## src/rtl/mdio_mgmt_pkg.sv

```systemverilog
package mdio_mgmt_pkg;

    typedef enum logic [2:0] {
        ST_IDLE,
        ST_PREAMBLE,
        ST_HEADER,
        ST_TURN,
        ST_DATA
    } frame_state_e;

    // Layout of the writable part of the command word (bits 26:0)
    typedef struct packed {
        logic       rd;
        logic [4:0] reg_num;
        logic [4:0] phy;
        logic [15:0] data;
    } mdio_cmd_t;

    localparam int FRAME_BITS = 64;
    localparam int PRE_BITS   = 32;
    localparam int TURN_FIRST = 46;
    localparam int DATA_FIRST = 48;
    localparam int CNT_W      = $clog2(FRAME_BITS + 1);

    localparam int ADDR_W     = 8;
    localparam int WR_W       = $bits(mdio_cmd_t);
    localparam int RD_W       = 32;
    localparam int EVT_BIT    = 4;

    localparam logic [ADDR_W-1:0] OFF_CMD   = 8'h00;
    localparam logic [ADDR_W-1:0] OFF_CAUSE = 8'h7C;
    localparam logic [ADDR_W-1:0] OFF_MASK  = 8'h80;

endpackage

```

## src/rtl/mdio_mdc_gen.sv

```systemverilog
module mdio_mdc_gen #(
    parameter int DIV_HALF = 20
) (
    input  logic clk,
    input  logic rst_n,
    input  logic run_i,
    output logic mdc_o,
    output logic rise_o,
    output logic fall_o
);
    localparam int DW = (DIV_HALF > 1) ? $clog2(DIV_HALF) : 1;
    localparam logic [DW-1:0] LAST = DW'(DIV_HALF - 1);

    logic [DW-1:0] cnt_q;
    logic          mdc_q;
    logic          wrap;

    assign wrap   = run_i && (cnt_q == LAST);
    assign rise_o = wrap && !mdc_q;
    assign fall_o = wrap && mdc_q;
    assign mdc_o  = mdc_q;

    always_ff @(posedge clk) begin
        if (!rst_n || !run_i) begin
            cnt_q <= '0;
            mdc_q <= 1'b0;
        end else if (wrap) begin
            cnt_q <= '0;
            mdc_q <= ~mdc_q;
        end else begin
            cnt_q <= cnt_q + 1'b1;
        end
    end

endmodule

```

## src/rtl/mdio_frame_engine.sv

```systemverilog
module mdio_frame_engine
    import mdio_mgmt_pkg::*;
(
    input  logic        clk,
    input  logic        rst_n,
    input  logic        start_i,
    input  mdio_cmd_t   cmd_i,
    input  logic        mdc_i,
    input  logic        rise_i,
    input  logic        fall_i,
    input  logic        mdio_i,
    output logic        mdio_o,
    output logic        mdio_oe_o,
    output logic        busy_o,
    output logic        done_o,
    output logic        done_rd_o,
    output logic [15:0] rd_data_o
);
    localparam logic [CNT_W-1:0] PRE_LAST  = CNT_W'(PRE_BITS - 1);
    localparam logic [CNT_W-1:0] HDR_LAST  = CNT_W'(TURN_FIRST - 1);
    localparam logic [CNT_W-1:0] TURN_LAST = CNT_W'(DATA_FIRST - 1);
    localparam logic [CNT_W-1:0] DATA_LAST = CNT_W'(FRAME_BITS - 1);

    frame_state_e            state_q, state_d;
    logic [CNT_W-1:0]        bit_q;
    logic [FRAME_BITS-1:0]   frame_q;
    logic                    rd_q;
    logic [15:0]             rsh_q;
    logic [FRAME_BITS-1:0]   frame_new;

    assign frame_new = {{PRE_BITS{1'b1}}, 2'b01,
                        cmd_i.rd ? 2'b10 : 2'b01,
                        cmd_i.phy, cmd_i.reg_num,
                        2'b10, cmd_i.data};

    // next-state logic
    always_comb begin
        state_d = state_q;
        unique case (state_q)
            ST_IDLE:     if (start_i)                        state_d = ST_PREAMBLE;
            ST_PREAMBLE: if (fall_i && bit_q == PRE_LAST)    state_d = ST_HEADER;
            ST_HEADER:   if (fall_i && bit_q == HDR_LAST)    state_d = ST_TURN;
            ST_TURN:     if (fall_i && bit_q == TURN_LAST)   state_d = ST_DATA;
            ST_DATA:     if (fall_i && bit_q == DATA_LAST)   state_d = ST_IDLE;
            default:                                         state_d = ST_IDLE;
        endcase
    end

    // state register
    always_ff @(posedge clk) begin
        if (!rst_n) state_q <= ST_IDLE;
        else        state_q <= state_d;
    end

    // shift path
    always_ff @(posedge clk) begin
        if (!rst_n) begin
            bit_q   <= '0;
            frame_q <= '1;
            rd_q    <= 1'b0;
            rsh_q   <= '0;
        end else if (state_q == ST_IDLE) begin
            if (start_i) begin
                bit_q   <= '0;
                frame_q <= frame_new;
                rd_q    <= cmd_i.rd;
            end
        end else begin
            if (fall_i) begin
                bit_q   <= bit_q + 1'b1;
                frame_q <= {frame_q[FRAME_BITS-2:0], 1'b1};
            end
            if (rise_i && rd_q && state_q == ST_DATA)
                rsh_q <= {rsh_q[14:0], mdio_i};
        end
    end

    // outputs
    always_comb begin
        busy_o    = (state_q != ST_IDLE);
        mdio_o    = busy_o ? frame_q[FRAME_BITS-1] : 1'b1;
        mdio_oe_o = busy_o && !(rd_q && (state_q == ST_TURN || state_q == ST_DATA));
        done_o    = (state_q == ST_DATA) && fall_i && (bit_q == DATA_LAST);
        done_rd_o = done_o && rd_q;
        rd_data_o = rsh_q;
    end


    start_to_busy_chk: assert property (@(posedge clk) disable iff (!rst_n)
        start_i |=> busy_o);


    mdio_on_fall_chk: assert property (@(posedge clk) disable iff (!rst_n)
        (busy_o && $past(busy_o) && !$stable(mdio_o)) |-> $fell(mdc_i));

endmodule

```

## src/rtl/mdio_reg_file.sv

```systemverilog
module mdio_reg_file
    import mdio_mgmt_pkg::*;
(
    input  logic              clk,
    input  logic              rst_n,
    input  logic              wr_i,
    input  logic [ADDR_W-1:0] addr_i,
    input  logic [WR_W-1:0]   wdata_i,
    output logic [RD_W-1:0]   rdata_o,
    input  logic              busy_i,
    input  logic              done_i,
    input  logic              done_rd_i,
    input  logic [15:0]       rd_data_i,
    output logic              start_o,
    output mdio_cmd_t         cmd_o,
    output logic              irq_o
);
    mdio_cmd_t cmd_q;
    logic      rd_valid_q;
    logic      cause_q;
    logic      mask_q;
    logic      wr_cmd, wr_cause, wr_mask;

    assign wr_cmd   = wr_i && (addr_i == OFF_CMD);
    assign wr_cause = wr_i && (addr_i == OFF_CAUSE);
    assign wr_mask  = wr_i && (addr_i == OFF_MASK);
    assign start_o  = wr_cmd && !busy_i;
    assign cmd_o    = mdio_cmd_t'(wdata_i);
    assign irq_o    = cause_q && mask_q;

    always_ff @(posedge clk) begin
        if (!rst_n) begin
            cmd_q      <= '0;
            rd_valid_q <= 1'b0;
        end else if (start_o) begin
            cmd_q      <= cmd_o;
            rd_valid_q <= 1'b0;
        end else if (done_rd_i) begin
            cmd_q.data <= rd_data_i;
            rd_valid_q <= 1'b1;
        end
    end

    always_ff @(posedge clk) begin
        if (!rst_n) begin
            cause_q <= 1'b0;
            mask_q  <= 1'b0;
        end else begin
            if (done_i)
                cause_q <= 1'b1;
            else if (wr_cause)
                cause_q <= cause_q && wdata_i[EVT_BIT];
            if (wr_mask)
                mask_q <= wdata_i[EVT_BIT];
        end
    end

    always_comb begin
        unique case (addr_i)
            OFF_CMD:   rdata_o = {3'b000, busy_i, rd_valid_q, cmd_q};
            OFF_CAUSE: rdata_o = RD_W'(cause_q) << EVT_BIT;
            OFF_MASK:  rdata_o = RD_W'(mask_q) << EVT_BIT;
            default:   rdata_o = '0;
        endcase
    end


    read_valid_on_done_chk: assert property (@(posedge clk) disable iff (!rst_n)
        done_rd_i |=> (rd_valid_q && cmd_q.data == $past(rd_data_i)));


    start_clears_valid_chk: assert property (@(posedge clk) disable iff (!rst_n)
        start_o |=> !rd_valid_q);


    busy_write_ignored_chk: assert property (@(posedge clk) disable iff (!rst_n)
        (wr_cmd && busy_i && !done_i) |=> $stable(cmd_q));


    cause_on_done_chk: assert property (@(posedge clk) disable iff (!rst_n)
        done_i |=> cause_q);

endmodule

```

## src/rtl/mdio_mgmt_ctrl.sv

```systemverilog
module mdio_mgmt_ctrl
    import mdio_mgmt_pkg::*;
#(
    parameter int CLK_HZ     = 100_000_000,
    parameter int MDC_MAX_HZ = 2_500_000
) (
    input  logic              clk,
    input  logic              rst_n,
    input  logic              reg_wr_i,
    input  logic [ADDR_W-1:0] reg_addr_i,
    input  logic [WR_W-1:0]   reg_wdata_i,
    output logic [RD_W-1:0]   reg_rdata_o,
    output logic              irq_o,
    output logic              mdc_o,
    output logic              mdio_o,
    output logic              mdio_oe_o,
    input  logic              mdio_i
);
    localparam int DIV_RAW  = (CLK_HZ + 2 * MDC_MAX_HZ - 1) / (2 * MDC_MAX_HZ);
    localparam int DIV_HALF = (DIV_RAW < 1) ? 1 : DIV_RAW;

    logic        busy, done, done_rd, start, rise, fall;
    logic [15:0] rd_data;
    mdio_cmd_t   cmd;

    mdio_reg_file u_regs (
        .clk       (clk),
        .rst_n     (rst_n),
        .wr_i      (reg_wr_i),
        .addr_i    (reg_addr_i),
        .wdata_i   (reg_wdata_i),
        .rdata_o   (reg_rdata_o),
        .busy_i    (busy),
        .done_i    (done),
        .done_rd_i (done_rd),
        .rd_data_i (rd_data),
        .start_o   (start),
        .cmd_o     (cmd),
        .irq_o     (irq_o)
    );

    mdio_mdc_gen #(.DIV_HALF(DIV_HALF)) u_mdc (
        .clk    (clk),
        .rst_n  (rst_n),
        .run_i  (busy),
        .mdc_o  (mdc_o),
        .rise_o (rise),
        .fall_o (fall)
    );

    mdio_frame_engine u_engine (
        .clk       (clk),
        .rst_n     (rst_n),
        .start_i   (start),
        .cmd_i     (cmd),
        .mdc_i     (mdc_o),
        .rise_i    (rise),
        .fall_i    (fall),
        .mdio_i    (mdio_i),
        .mdio_o    (mdio_o),
        .mdio_oe_o (mdio_oe_o),
        .busy_o    (busy),
        .done_o    (done),
        .done_rd_o (done_rd),
        .rd_data_o (rd_data)
    );

endmodule

```

## config.mk

```make
export PLATFORM = sky130hd
export DESIGN_NAME = mdio_mgmt_ctrl
export DESIGN_NICKNAME = d
export VERILOG_FILES = /design/src/rtl/mdio_mgmt_pkg.sv /design/src/rtl/mdio_mdc_gen.sv /design/src/rtl/mdio_frame_engine.sv /design/src/rtl/mdio_reg_file.sv /design/src/rtl/mdio_mgmt_ctrl.sv
export SDC_FILE = /design/constraint.sdc
export NUM_CORES = 1
export LEC_CHECK = 0
export BUFFER_PORTS_ARGS = -buffer_cell sky130_fd_sc_hd__clkbuf_2
export CORE_ASPECT_RATIO = 0.7
export CORE_MARGIN = 4
export CORE_UTILIZATION = 60
export CTS_BUF_LIST = sky130_fd_sc_hd__clkbuf_2
export DETAILED_ROUTE_END_ITERATION = 6
export HOLD_SLACK_MARGIN = 0.06
export PLACE_DENSITY_LB_ADDON = 0.15
export SYNTH_ARGS = -nofsm -noshare
export SYNTH_HDL_FRONTEND = slang
export SYNTH_SLANG_ARGS = --single-unit
```

## constraint.sdc

```tcl
create_clock -name clk -period 5.72 [get_ports clk]
set_input_delay 0 -clock clk [delete_from_list [all_inputs] [get_ports clk]]
set_output_delay 0 -clock clk [all_outputs]
set_load 0.05 [all_outputs]
```

==> out/results.ini <==
[clock_network]
cts-resized-gates = 0
numCtsBuffers = 17
cts_setup_buffers = 0
clockBufferDepth = 2
cts_tree = done
clockRootBuffer = clkbuf_2
insertion_delay_ns = 0.63
cts_hold_buffers = 40
cts.clk_slew.worst_paths_ns = 0.16
h-tree-depth = 4
numClockSinks = 126

[sta]
finalCritPeriodShare_pct = 68.9
setup_viol = 0
slew_headroom_pct = 20.5
fin_skew_ns = 0.0247
worst_pin_slew_ns = 1.19
rsz0062_at_grt = no
fmax_mhz = 254
hold_viol_final = 0
period_needed_ns = 3.94
slew_violations = 0
setup_tns_ns = 0

[place]
numPortBuffers = 71
hpwlAfterDp_mm = 8.39
place.gp.congestion = 0.884
place_inst = 809

[final_layout]
layout-drive-gt1-share_pct = 17.8
n_antenna_cell = 0
post_layout_nonfiller_instances = 875
syn2layout_area_growth_pct = 13.4
fillers = 771
nets = 786

[die]
io_pins = 75
die_w_um = 126
dieArea_sq_um = 11400
core_region_area_sq_um = 9290
rows = 29
die_h_um = 90.6
start_util_pct = 62.9

[power_and_ir_drop]
pwr_density_cell_nw_per_um2 = 202
vdd_drop_max_mv = 0.166
leakage_uw = 0.00241

[worst_setup_path]
startpoint_type = register
cp-end-kind = register
worst-path-max-fanout = 55
cp_data_arrival_time_ns = 4.51
cp_slowest_cell = and4_2
worstRegToRegCells = 6
path_cells = nor3_4 -> and4_2 -> buf_4 -> nand2_1 -> a21boi_1 -> dlygate4sd3_1
slowest_delay_ns = 1.11
worstSetupStartpoint = u_engine.state_q[0]
cp.required_ns = 6.29
reg2reg_from = u_engine.state_q[0]
path_class = register to register

[synthesis]
synth_most_common_cell = dfxtp_1
synth_mux_area_share_pct = 3.94
ys_types = 54
yosys.area.top_type = dfxtp_1
synth-compound-area-share_pct = 16.6
synth_cells = 666
synth_edf_count = 0
synthTopCellsByCount = 126 x dfxtp_1, 53 x nor3_1, 52 x and2_1, 49 x nor2_1, 47 x o21ai_0
synth-xor-area-share_pct = 0.899
synth_top_area_share_pct = 43.2
async_flop_share_pct = 0
ys_seq_area_share_pct = 43.2
synth-adder-area-share_pct = 0.642
synth_area_leaders = dfxtp_1 43%, and2_1 5.6%, nor3_1 4.5%
yosys_warnings = 0
synth_flop_cell = dfxtp_1
netlist_area_sq_um = 5850
ys_ff_latch = 126
synth_area_per_cell_sq_um = 8.78
synth_simple_gate_area_share_pct = 28.5
synth_top_family_by_area = simple AND/OR/NAND/NOR gates

[drt]
drtIter0Drc = 448
dr_total_vias = 5135
totalWireLength_mm = 13.5
drc = 0
postRouteAntennaNets = 0
firstDrtPassIters = 5
wire_per_inst_um = 15.5
viasPerCell = 5.87

[outcome]
status = completed

[global_route]
antenna_found_initial = 0
grt_max_degree = 116
gr-total-overflow = 0
grt_usage_pct = 23.8
grt_pass1_wl_mm = 22.9
first_global_vias = 4705

[flow_run]
maxCapViolations = 0

[hold_path]
hold_depth = 5
holdCritPathClass = input pin to register
hold_path_startpoint = reg_addr_i[2]

cell type report:
type,instances,area (sq um),area share [%]
clock inverters,5,23.8,0.359
clock buffers,21,105,1.59
inverters,7,26.3,0.396
flip-flops and latches,126,2520,38.0
repair buffers,119,816,12.3
well taps,124,155,2.34
multi-input cells,473,2980,45.0
metrics by stage:
step	power, uW	worst slack, ns	cell area (sq um)	util [%]	hold WS (ns)
after global routing	1400	1.47	6630	71.4	0.119
final	1340	1.78	6630	71.4	0.173
after global placement	946	2.45	6100	65.7	0.263
after floorplan	923	3.74	5850	-	0.139
after detailed placement	947	2.35	6100	65.7	0.266
after CTS	1350	1.88	6630	71.4	0.117
registers in the layout, indices dropped and copies added, names as in the netlist:
register and count:
u_engine.frame_q 64, u_mdc.cnt_q 5, u_regs.cmd_q 27, u_regs.rd_valid_q 1
u_regs.cause_q 1, u_engine.rd_data_o 16, u_engine.bit_q 7, u_mdc.mdc_o 1
u_regs.mask_q 1, u_engine.state_q 3
worst max-delay path: cells and delay by family (launching register included):
kind,cells,cell delay [ns]
compound gates,1,0.15
flops,1,0.46
buf+inv,2,1.03
simple gates,3,2.21
placed cells by master (no fill, tap or decap), drive strengths merged, types with 2 or more instances in the layout:
| cell | count |
|---|---|
| a21boi | 22 |
| a21oi | 11 |
| a221oi | 24 |
| a22oi | 10 |
| and2 | 52 |
| and3 | 4 |
| and4 | 2 |
| and4b | 2 |
| buf | 8 |
| clkbuf | 92 |
| clkinv | 5 |
| conb | 3 |
| dfxtp | 126 |
| dlygate4sd3 | 40 |
| ha | 3 |
| inv | 7 |
| mux2i | 23 |
| nand2 | 36 |
| nand2b | 3 |
| nand3 | 19 |
| nand4 | 5 |
| nand4b | 4 |
| nand4bb | 2 |
| nor2 | 49 |
| nor2b | 19 |
| nor3 | 73 |
| nor4 | 7 |
| o21a | 3 |
| o21ai | 68 |
| o221a | 2 |
| o221ai | 3 |
| o31ai | 2 |
| or3 | 4 |
| or4 | 2 |
| xnor2 | 2 |
| xor2 | 4 |
final timing paths:
check | to | slack [ns]
max | u_regs.cmd_q[26] | 1.78
min | u_engine.state_q[1] | 0.17
max reg2reg | u_regs.cmd_q[26] | 1.78
min reg2reg | u_regs.cmd_q[20] | 0.47
logic make-up (layout without fill, tap and decap cells):
| logic type | after synthesis | in the layout |
|---|---|---|
| and+or+nand+nor | 289 | 289 |
| AOI/OAI and AO/OA | 149 | 149 |
| DFF | 126 | 126 |
| buffers and inverters | 69 | 152 |
| muxes | 23 | 23 |
| xor gates and xnor gates | 6 | 6 |
| adders and majority gates | 3 | 3 |
| other | 1 | 3 |
report_power, final:
part / switching [uW] / total, uW / internal, uW / leakage, uW
Combinational: 35.3 / 69.0 / 33.7 / 0.00129
Clock: 288 / 389 / 101 / 0.000104
Sequential: 0.335 / 879 / 879 / 0.00102
Total: 324 / 1340 / 1010 / 0.00241
layer usage:
metal / wire length [um] / GRT usage [%] / part of all wire [%]
met5: 0 / 0 / 0
met2: 6050 / 35.4 / 45
met3: 802 / 6.50 / 5.9
met1: 6500 / 34.3 / 48
met4: 175 / 5.71 / 1.3
No activity file was read; power rests on OpenSTA's default activity.
